**config.mk**
```make
export PLATFORM = sky130hd
export DESIGN_NAME = refresh_bus_master
export DESIGN_NICKNAME = d
export VERILOG_FILES = /design/src/rtl/rfr_pkg.sv /design/src/rtl/rfr_req_src.sv /design/src/rtl/rfr_addr_step.sv /design/src/rtl/rfr_bus_fsm.sv /design/src/rtl/refresh_bus_master.sv
export SDC_FILE = /design/constraint.sdc
export NUM_CORES = 1
export LEC_CHECK = 0
export CORE_ASPECT_RATIO = 1.25
export CORE_UTILIZATION = 69
export DETAILED_ROUTE_END_ITERATION = 10
export DONT_BUFFER_PORTS = 1
export GPL_TIMING_DRIVEN = 0
export PLACE_DENSITY = 0.85
export SKIP_CTS_REPAIR_TIMING = 1
export SLEW_MARGIN = 5
export SYNTH_ARGS = -nofsm -noshare
export SYNTH_HDL_FRONTEND = slang
export SYNTH_HIERARCHICAL = 1
export SYNTH_SLANG_ARGS = --single-unit
```
**constraint.sdc**
```tcl
create_clock -name clk -period 4.9 [get_ports clk]
set_input_delay 0.245 -clock clk [delete_from_list [all_inputs] [get_ports clk]]
set_output_delay 0.245 -clock clk [all_outputs]
set_load 0.05 [all_outputs]
```
**src/rtl/rfr_pkg.sv**
```systemverilog
package rfr_pkg;
  typedef enum logic [1:0] {
    ST_IDLE = 2'd0,
    ST_REQ  = 2'd1,
    ST_STRB = 2'd2,
    ST_REL  = 2'd3
  } rfr_state_t;

  localparam logic [15:0] RFR_ERR_CODE = 16'h0001;
endpackage

```
**src/rtl/rfr_req_src.sv**
```systemverilog
module rfr_req_src #(
  parameter int unsigned DIV_TC = 260
) (
  input  logic clk,
  input  logic rst_n,
  input  logic enable,
  input  logic use_ext,
  input  logic ext_req_n,
  output logic req_pulse
);
  localparam int unsigned DIV_W = (DIV_TC > 2) ? $clog2(DIV_TC) : 1;
  localparam logic [DIV_W-1:0] DIV_LAST = DIV_W'(DIV_TC - 1);

  logic [2:0]       sync_q, sync_d;
  logic [DIV_W-1:0] cnt_q, cnt_d;
  logic             div_tick, ext_fall;

  always_comb begin
    sync_d   = {sync_q[1:0], ext_req_n};
    ext_fall = sync_q[2] & ~sync_q[1];
    div_tick = (cnt_q == DIV_LAST);
    if (!enable || use_ext)  cnt_d = '0;
    else if (div_tick)       cnt_d = '0;
    else                     cnt_d = cnt_q + 1'b1;
    req_pulse = enable & (use_ext ? ext_fall : div_tick);
  end

  always_ff @(posedge clk or negedge rst_n) begin
    if (!rst_n) begin
      sync_q <= '1;
      cnt_q  <= '0;
    end else begin
      sync_q <= sync_d;
      cnt_q  <= cnt_d;
    end
  end
endmodule

```
**src/rtl/rfr_addr_step.sv**
```systemverilog
module rfr_addr_step #(
  parameter int unsigned ADDR_W = 24
) (
  input  logic              clk,
  input  logic              rst_n,
  input  logic              step,
  input  logic [ADDR_W-1:0] limit,
  output logic [ADDR_W-1:0] addr
);
  logic [ADDR_W-1:0] addr_q, addr_d;

  always_comb begin
    addr_d = addr_q;
    if (step) begin
      if (addr_q >= limit) addr_d = '0;
      else                 addr_d = addr_q + 1'b1;
    end
  end

  always_ff @(posedge clk or negedge rst_n) begin
    if (!rst_n)    addr_q <= '0;
    else if (step) addr_q <= addr_d;
  end

  assign addr = addr_q;
endmodule

```
**src/rtl/rfr_bus_fsm.sv**
```systemverilog
module rfr_bus_fsm
  import rfr_pkg::*;
(
  input  logic       clk,
  input  logic       rst_n,
  input  logic       enable,
  input  logic       req_pulse,
  input  logic       bus_grant,
  input  logic       dtack_n,
  input  logic       berr_n,
  output rfr_state_t state,
  output logic       cycle_done,
  output logic       cycle_err
);
  rfr_state_t state_q, state_d;
  logic       pend_q, pend_d, take;

  always_comb begin
    take       = enable && (state_q == ST_REQ) && bus_grant;
    cycle_done = enable && (state_q == ST_STRB) && (!dtack_n || !berr_n);
    cycle_err  = enable && (state_q == ST_STRB) && !berr_n;
    pend_d     = enable && (req_pulse || (pend_q && !take));
    state_d    = state_q;
    if (!enable) begin
      state_d = ST_IDLE;
    end else begin
      unique case (state_q)
        ST_IDLE: if (pend_q)     state_d = ST_REQ;
        ST_REQ:  if (bus_grant)  state_d = ST_STRB;
        ST_STRB: if (cycle_done) state_d = ST_REL;
        ST_REL:                  state_d = ST_IDLE;
        default:                 state_d = ST_IDLE;
      endcase
    end
  end

  always_ff @(posedge clk or negedge rst_n) begin
    if (!rst_n) begin
      state_q <= ST_IDLE;
      pend_q  <= 1'b0;
    end else begin
      state_q <= state_d;
      pend_q  <= pend_d;
    end
  end

  assign state = state_q;
endmodule

```
**src/rtl/refresh_bus_master.sv**
```systemverilog
module refresh_bus_master
  import rfr_pkg::*;
#(
  parameter int unsigned ADDR_W     = 24,
  parameter int unsigned DIV_TC     = 260,
  parameter logic [2:0]  FC_REFRESH = 3'b101
) (
  input  logic              clk,
  input  logic              rst_n,
  input  logic              enable,
  input  logic              use_ext_req,
  input  logic              ext_req_n,
  input  logic [ADDR_W-1:0] addr_limit,
  output logic              bus_req,
  input  logic              bus_grant,
  output logic              bus_clear,
  output logic [ADDR_W-1:0] addr_o,
  output logic              as_n,
  output logic              uds_n,
  output logic              lds_n,
  output logic [2:0]        fc,
  input  logic              dtack_n,
  input  logic              berr_n,
  input  logic              err_clr,
  output logic [15:0]       err_code,
  output logic              err_flag
);
  logic       req_pulse, cycle_done, cycle_err, strobing;
  rfr_state_t state;
  logic [15:0] code_q, code_d;
  logic        flag_q, flag_d;

  rfr_req_src #(.DIV_TC(DIV_TC)) u_src (
    .clk(clk), .rst_n(rst_n), .enable(enable), .use_ext(use_ext_req),
    .ext_req_n(ext_req_n), .req_pulse(req_pulse)
  );

  rfr_bus_fsm u_fsm (
    .clk(clk), .rst_n(rst_n), .enable(enable), .req_pulse(req_pulse),
    .bus_grant(bus_grant), .dtack_n(dtack_n), .berr_n(berr_n),
    .state(state), .cycle_done(cycle_done), .cycle_err(cycle_err)
  );

  rfr_addr_step #(.ADDR_W(ADDR_W)) u_addr (
    .clk(clk), .rst_n(rst_n), .step(cycle_done), .limit(addr_limit),
    .addr(addr_o)
  );

  always_comb begin
    code_d = cycle_err ? RFR_ERR_CODE : code_q;
    if (cycle_err)    flag_d = 1'b1;
    else if (err_clr) flag_d = 1'b0;
    else              flag_d = flag_q;
  end

  always_ff @(posedge clk or negedge rst_n) begin
    if (!rst_n) begin
      code_q <= '0;
      flag_q <= 1'b0;
    end else begin
      if (cycle_err) code_q <= code_d;
      flag_q <= flag_d;
    end
  end

  assign strobing  = (state == ST_STRB);
  assign bus_req   = (state == ST_REQ) || strobing;
  assign bus_clear = (state == ST_REQ);
  assign as_n      = !strobing;
  assign uds_n     = !(strobing && !addr_o[0]);
  assign lds_n     = !(strobing && addr_o[0]);
  assign fc        = strobing ? FC_REFRESH : 3'b000;
  assign err_code  = code_q;
  assign err_flag  = flag_q;
endmodule

```
==> impl_metrics.csv, run 1 <==
group,metric,value,unit
place,place.gp.congestion,0.852,
place,dp_slack,2.21,ns
drt,routed_wl,6610,µm
global_routing,grt_antenna_before_repair,0,
sta,fin_ws,2.16,ns
sta,fin_crit_sh,55.8,%
run_status,status,"completed",
global_routing,grtUsageTotal,29.3,%
cts,cts_num_sinks,41,
pwr,ir_worst_vdd,228,µV
floorplan,initial_utilization,72.3,%
pwr,p_sw,0.343,mW
logic_synthesis,synthCells,326,
layout,final_common_cell,"dfrtp_1",
logic_synthesis,yosysWarnings,6,
layout,fin_nets,417,
sta,fin_tns_setup,0,ns
sta,timing.slew.headroom,53.2,%
critical_path,critPathKind,"reg -> reg",
sta,drv_slew,0,
floorplan,fp.dieH,75.6,µm
sta,max_freq,0.365,GHz
floorplan,ios,82,
sta,worst_pin_slew,0.702,ns
pwr,pwr-share-clk,33.1,%
critical_path,critPathMaxStageDelay,0.74,ns
critical_path,critical_path_required,5.14,ns
drt,drtPass1Iterations,4,
drt,drt-wirelength-per-cell,16.2,µm
logic_synthesis,synthTopCellsByArea,"dfrtp_1, ha_1, buf_4, inv_1, a21oi_1",
critical_path,crit_family,"flip-flops",
global_routing,grt_pass1_vias,2204,
critical_path,end_kind,"flop",
pwr,internal_power,0.634,mW
global_routing,gr-total-overflow,0,
cts,cts_tree,"built",
logic_synthesis,async_reset_ff_share,100,%
sta,setup_viol,0,
sta,period_needed,2.74,ns
critical_path,crit_fanout,9,
flow_run,cap_violations,0,
logic_synthesis,synth-edff-count,0,
drt,antenna_left,0,
sta,rsz0062_at_grt,"no",
pwr,p_comb_share,22.6,%
pwr,power.leakage,1.68,nW
logic_synthesis,synth_top_cell_by_area,"dfrtp_1",
logic_synthesis,synth_cell_types,48,
drt,vias,2436,
logic_synthesis,yosys_register_bits,41,
pwr,p_sw_share,35.1,%
layout,fin_util,79.8,%
sta,hold_viol,0,
critical_path,crit_chain,"ha_1 > a211oi_1 > o21ai_0 > a21oi_1 > nor3b_4 > nor3_2 > mux2_2",
cts,cts-htree-levels,2,
logic_synthesis,post_synth.cell_area_avg,9.17,µm²
pwr,p_per_area,296,nW/µm²
pwr,p_seq_share,44.3,%
place,io_buffers,0,
pwr,power.total,0.977,mW
critical_path,critPathBufInv,0,
layout,diodes,0,
place,dp.cells,397,
layout,syn_to_final_growth,10.3,%
logic_synthesis,ys.flop_type,"dfrtp_1",
layout,stdcell_count,408,
global_routing,grt_pass1_wl,9960,µm
critical_path,critPathLaunchType,"flop",
cts,clk_path_buf_depth,2,
drt,first_iter_violations,104,
global_routing,grt_start_max_net_pins,42,
hold_path,holdCritPathClass,"in -> reg",
floorplan,core-area,4130,µm²
place,place_hpwl,4830,µm
cts,path_clk_slew,0.08,ns
cts,clk_latency,0.30,ns
critical_path,slowest_stage,"dfrtp_1",
logic_synthesis,yosysTopAreaCellShare,31.8,%
drt,vias_per_cell,5.97,
sta,clock-skew-final,0.00825,ns
cts,cts_made_buffers,5,
cts,clock-root-buffer,"clkbuf_8",
drt,drc,0,
place,placed_cell_area,3110,µm²
logic_synthesis,yosysSeqAreaShare,34.5,%
floorplan,die_x,60.9,µm
sta,hold_ws,0.0845,ns
critical_path,arrival,2.98,ns
layout,drive_gt1_share,14.5,%
logic_synthesis,syn_area,2990,µm²
floorplan,dieArea,4600,µm²
layout,final_cell_mix,"dfrtp_1, inv_1, ha_1",
floorplan,core.rowCount,26,
layout,fin_area,3300,µm²
cells in the mapped netlist (2+ instances only):
master,number
dfrtp_1,38
inv_1,36
ha_1,33
a21oi_1,24
nand2_1,23
buf_4,19
nor2_1,16
nand3_1,11
o31ai_1,10
and3_1,9
nor2b_1,9
o21ai_0,9
a22o_1,8
nand4_1,8
xor2_1,8
xnor2_1,6
or3_1,5
buf_6,4
a211oi_1,3
and2_1,3
and4_1,3
dfstp_2,3
nor3_1,3
o2bb2ai_1,3
a21oi_2,2
buf_2,2
clkbuf_1,2
mux2i_1,2
nand3b_1,2
nor3_2,2
nor4_2,2
or2_1,2
metal layers:
layer	GRT usage [%]	vias to the layer above	wire (µm)
met1	35.3	1210	2640
li1	-	1152	-
met5	0	-	0
met3	6.11	11	295
met2	51.3	63	3550
met4	10.6	0	122
worst reg2reg max path, cell delays in order (launching register included):
cell and delay, ns:
dfrtp_1 0.74, ha_1 0.36, a211oi_1 0.22, o21ai_0 0.13
a21oi_1 0.33, nor3b_4 0.11, nor3_2 0.52, mux2_2 0.27
cells by family after synthesis:
group	after synthesis	synth area share [%]
flip-flops	41	34.5
AND/OR/NAND/NOR	104	20.1
buffers and inverters	63	11.4
multiplexers	3	1.05
adder cells (fa/ha/maj)	33	13.8
other	1	0.126
AO/OA/AOI/OAI	67	15.0
XOR/XNOR	14	4.10
path summary, 6_finish.rpt:
kind | depth (start not counted) | startpoint | slack (ns) | to
min in group asynchronous | 2 | rst_n | 0.43 | u_fsm/state[0]$_DFFE_PN0P_
max | 7 | u_addr/addr[2]$_DFFE_PN0P_ | 2.16 | u_addr/addr[0]$_DFFE_PN0P_
max in group asynchronous | 2 | rst_n | 4.21 | u_src/sync_q[2]$_DFF_PN1_
min | 1 | enable | 0.08 | u_fsm/pend_q$_DFF_PN0_
max reg2reg | 7 | u_addr/addr[2]$_DFFE_PN0P_ | 2.16 | u_addr/addr[0]$_DFFE_PN0P_
min reg2reg | 0 | u_src/sync_q[0]$_DFF_PN1_ | 0.36 | u_src/sync_q[1]$_DFF_PN1_
power groups by stage:
stage	combinational (mW)	clock, mW	sequential, mW
after floorplan	0.184	0	0.432
after global placement	0.198	0	0.440
after detailed placement	0.208	0	0.439
after CTS	0.208	0.327	0.433
after global routing	0.244	0.339	0.438
final	0.221	0.323	0.433
state kept, by name (all words and copies together), names as in the netlist:
signal        count
u_fsm/state       2
u_fsm/pend_q      1
err_flag          1
u_src/sync_q      3
u_addr/addr      24
err_code          1
u_src/cnt_q       9
area by class of cell:
cell class / instances / area, µm²
Multi-Input combinational cell: 237 / 1670
Buffer: 27 / 205
Inverter: 36 / 135
Timing Repair Buffer: 3 / 47.5
Clock inverter: 3 / 65.1
Tap cell: 56 / 70.1
Fill cell: 307 / 836
Clock buffer: 5 / 68.8
Sequential cell: 41 / 1030
Note: power is estimated with default switching activity, not from simulation.
==> inputs of run 2 (changes only) <==
--- a/config.mk
+++ b/config.mk
@@ -6,11 +6,11 @@
 export NUM_CORES = 1
 export LEC_CHECK = 0
 export CORE_ASPECT_RATIO = 1.25
-export CORE_UTILIZATION = 69
+export CORE_UTILIZATION = 64
 export DETAILED_ROUTE_END_ITERATION = 10
 export DONT_BUFFER_PORTS = 1
 export GPL_TIMING_DRIVEN = 0
-export PLACE_DENSITY = 0.85
+export PLACE_DENSITY = 0.8
 export SKIP_CTS_REPAIR_TIMING = 1
 export SLEW_MARGIN = 5
 export SYNTH_ARGS = -nofsm -noshare
==> constraint.sdc (replaced) <==
create_clock -name clk -period 2.65 [get_ports clk]
set_input_delay 0.1325 -clock clk [delete_from_list [all_inputs] [get_ports clk]]
set_output_delay 0.1325 -clock clk [all_outputs]
set_load 0.05 [all_outputs]
==> run 2 against run 1 <==
The run now ends with hold timing left. Core utilization is 5.4 points lower. Routed wire length down 4.2%. Setup slack worse by 2.0 ns. Critical path depth up 2. Cell count is 0.74% higher. Sequential share of layout area up 0.32 points. Critical path type unchanged.
==> impl_metrics.csv, run 2 (synthesis results as in run 1) <==
group,metric,value,unit
cts,cts_made_buffers,5,
pwr,p_per_area,523,nW/µm²
sta,rsz0062_at_grt,"no",
critical_path,critPathKind,"reg -> reg",
global_routing,grt_start_max_net_pins,42,
critical_path,end_kind,"flop",
sta,worst_pin_slew,0.651,ns
place,io_buffers,0,
pwr,power.total,1.73,mW
sta,max_freq,0.400,GHz
layout,stdcell_count,411,
layout,fin_util,74.4,%
cts,cts_tree,"built",
hold_path,min_to,"u_fsm/state[0]$_DFFE_PN0P_",
critical_path,crit_chain,"ha_1 > nand4_1 > nor4_2 > a21oi_1 > o211ai_1 > or2_1 > buf_6 > buf_6 > a21oi_1",
sta,setup_viol,0,
critical_path,crit_fanout,10,
layout,largest_reg_flops,24,
drt,vias_per_cell,5.75,
layout,diodes,0,
place,place_hpwl,4610,µm
drt,antenna_left,0,
global_routing,grt_pass1_vias,2270,
sta,period_needed,2.50,ns
place,place.gp.congestion,0.758,
layout,final_cell_mix,"inv_1, ha_1, dfrtp_1, a21oi_1, nand2_1",
drt,routed_wl,6330,µm
global_routing,grt_pass1_wl,10300,µm
sta,hold_viol,1,
critical_path,slowest_stage,"dfrtp_2",
global_routing,grtUsageTotal,26.2,%
critical_path,crit-reg2reg-launch,"u_addr/addr[19]$_DFFE_PN0P_",
layout,drive_gt1_share,18.4,%
cts,clock-root-buffer,"clkbuf_8",
flow_run,cap_violations,0,
critical_path,worst_r2r_endpoint,"u_addr/addr[16]$_DFFE_PN0P_",
layout,final_common_cell,"inv_1",
critical_path,crit_family,"simple AND/OR/NAND/NOR gates",
floorplan,initial_utilization,67.0,%
floorplan,core.rowCount,27,
global_routing,gr-total-overflow,0,
critical_path,critical_path_required,2.80,ns
place,dp.cells,399,
cts,cts-htree-levels,2,
drt,drt-wirelength-per-cell,15.4,µm
pwr,ir_worst_vdd,341,µV
sta,fin_ws,0.147,ns
run_status,status,"finished with violations",
pwr,power.leakage,1.65,nW
hold_path,holdCritPathClass,"in -> reg",
global_routing,grt_antenna_before_repair,0,
sta,timing.slew.headroom,56.6,%
cts,path_clk_slew,0.08,ns
drt,vias,2365,
cts,clk_latency,0.29,ns
cts,clk_path_buf_depth,2,
sta,hold_ws,-0.00279,ns
floorplan,ios,82,
floorplan,die_x,63.1,µm
drt,first_iter_violations,145,
hold_path,min-delay-start,"enable",
drt,drc,0,
sta,fin_crit_sh,94.4,%
place,dp_slack,-0.0414,ns
cts,cts_num_sinks,41,
critical_path,rr_worst_depth,9,
sta,clock-skew-final,0.00431,ns
floorplan,core-area,4460,µm²
sta,drv_slew,0,
drt,drtPass1Iterations,4,
floorplan,fp.dieH,78.4,µm
critical_path,arrival,2.65,ns
critical_path,r2r_slack,0.15,ns
layout,syn_to_final_growth,11.1,%
floorplan,dieArea,4950,µm²
critical_path,critPathMaxStageDelay,0.55,ns
critical_path,critPathBufInv,2,
run_status,violations,"hold timing",
hold_path,hold_depth,2,
critical_path,critPathLaunchType,"flop",
layout,fin_nets,418,
## run 2: power by group
part	leakage, nW	switching, mW	internal, mW	total (mW)
clock network	0.0574	0.217	0.306	0.524
logic	1.07	0.268	0.138	0.406
registers	0.528	0.141	0.664	0.805
total	1.65	0.626	1.11	1.73
## run 2: per-stage QoR
step	cell area (µm²)	setup TNS (ns)
3_3_place_gp	3120	-0.0178
2_1_floorplan	3040	0
3_5_place_dp	3120	-0.130
5_1_grt	3320	0
4_1_cts	3240	-0.204
6_report	3320	0
## run 2: how the worst max path moves through the flow
stage	start	endpoint	slack, ns	cells after the start
after floorplan	u_addr/addr[17]$_DFFE_PN0P_	u_addr/addr[16]$_DFFE_PN0P_	0.37	9
after global placement	u_addr/addr[17]$_DFFE_PN0P_	u_addr/addr[0]$_DFFE_PN0P_	-0.02	7
after detailed placement	u_addr/addr[15]$_DFFE_PN0P_	u_addr/addr[0]$_DFFE_PN0P_	-0.04	7
after CTS	u_addr/addr[15]$_DFFE_PN0P_	u_addr/addr[0]$_DFFE_PN0P_	-0.06	7
after global routing	u_addr/addr[19]$_DFFE_PN0P_	u_addr/addr[16]$_DFFE_PN0P_	0.0009	9
final	u_addr/addr[19]$_DFFE_PN0P_	u_addr/addr[16]$_DFFE_PN0P_	0.15	9
## run 2: routing by layer
layer  vias to the layer above  track usage, %  routed length, µm
li1                       1158               -                  -
met1                      1133            31.3               2610
met2                        64            46.5               3350
met3                        10            6.83                297
met4                         0            6.05                 75
met5                         -               0                  0
## run 2: area by class of cell
class / instances / area, µm²
Buffer: 27 / 205
Tap cell: 58 / 72.6
Timing Repair Buffer: 4 / 57.6
Fill cell: 359 / 1140
Clock inverter: 2 / 37.5
Clock buffer: 6 / 82.6
Sequential cell: 41 / 1050
Inverter: 36 / 135
Multi-Input combinational cell: 237 / 1680
==> inputs of run 3 (changes only) <==
--- a/config.mk
+++ b/config.mk
@@ -5,7 +5,7 @@
 export SDC_FILE = /design/constraint.sdc
 export NUM_CORES = 1
 export LEC_CHECK = 0
-export CORE_ASPECT_RATIO = 1.25
+export CORE_ASPECT_RATIO = 1.2
 export CORE_UTILIZATION = 64
 export DETAILED_ROUTE_END_ITERATION = 10
 export DONT_BUFFER_PORTS = 1
==> run 3 against run 2 <==
The flow now finishes without violations. Cell count unchanged. Clock skew is essentially flat. Critical path depth unchanged. Global-route usage is 0.37 points higher. Register-to-register slack is essentially flat. Setup slack lost 0.012 ns. Combinational power is 1% higher. Critical endpoint is now u_addr/addr[17]$_DFFE_PN0P_.
==> impl_metrics.csv, run 3 (synthesis results as in run 1) <==
group,metric,value,unit
place,place.gp.congestion,0.787,
layout,drive_gt1_share,19.4,%
global_routing,gr-total-overflow,0,
place,dp_slack,-0.0424,ns
floorplan,ios,82,
sta,timing.slew.headroom,56.9,%
drt,vias,2419,
flow_run,cap_violations,0,
floorplan,dieArea,4950,µm²
cts,cts-htree-levels,2,
global_routing,grt_start_max_net_pins,42,
critical_path,worst_r2r_endpoint,"u_addr/addr[17]$_DFFE_PN0P_",
critical_path,crit_family,"simple AND/OR/NAND/NOR gates",
global_routing,grt_pass1_vias,2331,
place,place_hpwl,4730,µm
sta,hold_ws,0.00533,ns
critical_path,critPathLaunchType,"flop",
pwr,power.total,1.75,mW
layout,fin_nets,420,
floorplan,core.rowCount,26,
layout,final_cell_mix,"inv_1, ha_1, a21oi_1",
critical_path,crit_chain,"ha_1 > nand4_1 > nor4_4 > a21oi_1 > o211ai_1 > or2_1 > buf_6 > buf_6 > a21oi_1",
pwr,ir_worst_vdd,341,µV
critical_path,cp-startpoint,"u_addr/addr[17]$_DFFE_PN0P_",
global_routing,grtUsageTotal,26.6,%
drt,first_iter_violations,135,
layout,multi_input_area,1690,µm²
drt,antenna_left,0,
drt,drc,0,
cts,cts_made_buffers,5,
cts,cts_tree,"built",
sta,clock-skew-final,0.00469,ns
layout,final_common_cell,"inv_1",
cts,clk_latency,0.30,ns
pwr,power.leakage,1.67,nW
layout,largest_reg_flops,24,
sta,fin_crit_sh,94.9,%
layout,fin_area,3350,µm²
critical_path,critical_path_required,2.82,ns
critical_path,r2r_slack,0.14,ns
sta,worst_pin_slew,0.646,ns
critical_path,critPathKind,"reg -> reg",
cts,path_clk_slew,0.08,ns
floorplan,initial_utilization,68.5,%
cts,cts_num_sinks,41,
place,placed_cell_area,3110,µm²
critical_path,arrival,2.68,ns
sta,period_needed,2.51,ns
pwr,p_per_area,524,nW/µm²
drt,drtPass1Iterations,4,
drt,routed_wl,6620,µm
sta,setup_viol,0,
floorplan,die_x,64.4,µm
sta,drv_slew,0,
critical_path,critPathMaxStageDelay,0.55,ns
layout,seq_area,1050,µm²
hold_path,min-delay-start,"enable",
floorplan,core-area,4360,µm²
cts,clk_path_buf_depth,2,
drt,drt-wirelength-per-cell,16.1,µm
drt,vias_per_cell,5.89,
layout,diodes,0,
sta,hold_viol,0,
critical_path,rr_worst_depth,9,
critical_path,crit_fanout,10,
critical_path,critPathBufInv,2,
sta,max_freq,0.398,GHz
critical_path,slowest_stage,"dfrtp_2",
run_status,status,"completed",
critical_path,end_kind,"flop",
sta,fin_ws,0.136,ns
sta,fin_tns_setup,0,ns
floorplan,fp.dieH,76.9,µm
global_routing,grt_antenna_before_repair,0,
layout,syn_to_final_growth,12.0,%
hold_path,holdCritPathClass,"in -> reg",
global_routing,grt_pass1_wl,10300,µm
critical_path,crit-reg2reg-launch,"u_addr/addr[17]$_DFFE_PN0P_",
layout,fillers,311,
hold_path,hold_depth,2,
cts,clock-root-buffer,"clkbuf_8",
place,io_buffers,0,
hold_path,min_to,"u_fsm/state[0]$_DFFE_PN0P_",
==> run 3: worst max path at each step <==
stage / cells after the start / endpoint
finish: 9 / u_addr/addr[17]$_DFFE_PN0P_
global route: 9 / u_addr/addr[18]$_DFFE_PN0P_
CTS: 7 / u_addr/addr[0]$_DFFE_PN0P_
detailed placement: 7 / u_addr/addr[0]$_DFFE_PN0P_
global placement: 7 / u_addr/addr[0]$_DFFE_PN0P_
floorplan: 9 / u_addr/addr[16]$_DFFE_PN0P_
==> run 3: routing by layer <==
metal | global-route usage, % | wire length (µm) | vias up
met5 | 0 | 0 | -
li1 | - | - | 1161
met4 | 11.1 | 149 | 0
met3 | 6.10 | 318 | 16
met1 | 31.4 | 2800 | 1175
met2 | 45.5 | 3350 | 67
==> run 3: power breakdown <==
group / leakage [nW] / switching [mW] / total [mW] / internal [mW]
logic: 1.09 / 0.272 / 0.412 / 0.140
clock network: 0.0574 / 0.229 / 0.535 / 0.306
registers: 0.524 / 0.141 / 0.805 / 0.664
total: 1.67 / 0.641 / 1.75 / 1.11
==> run 3: cell type report <==
cell class	instances	area share (%)
clock inverters	2	1.12
plain buffers	27	6.17
well taps	56	2.09
repair buffers	6	2.24
multi-input cells	237	50.5
clock buffers	6	2.47
inverters	36	4.04
flip-flops and latches	41	31.4
==> run 3: per-stage QoR <==
| step | utilization [%] | std cells |
|---|---|---|
| global placement | 71.4 | 397 |
| finish | 76.8 | 411 |
| global route | 76.8 | 411 |
| CTS | 74.2 | 405 |
| floorplan | - | 341 |
| detailed placement | 71.4 | 397 |
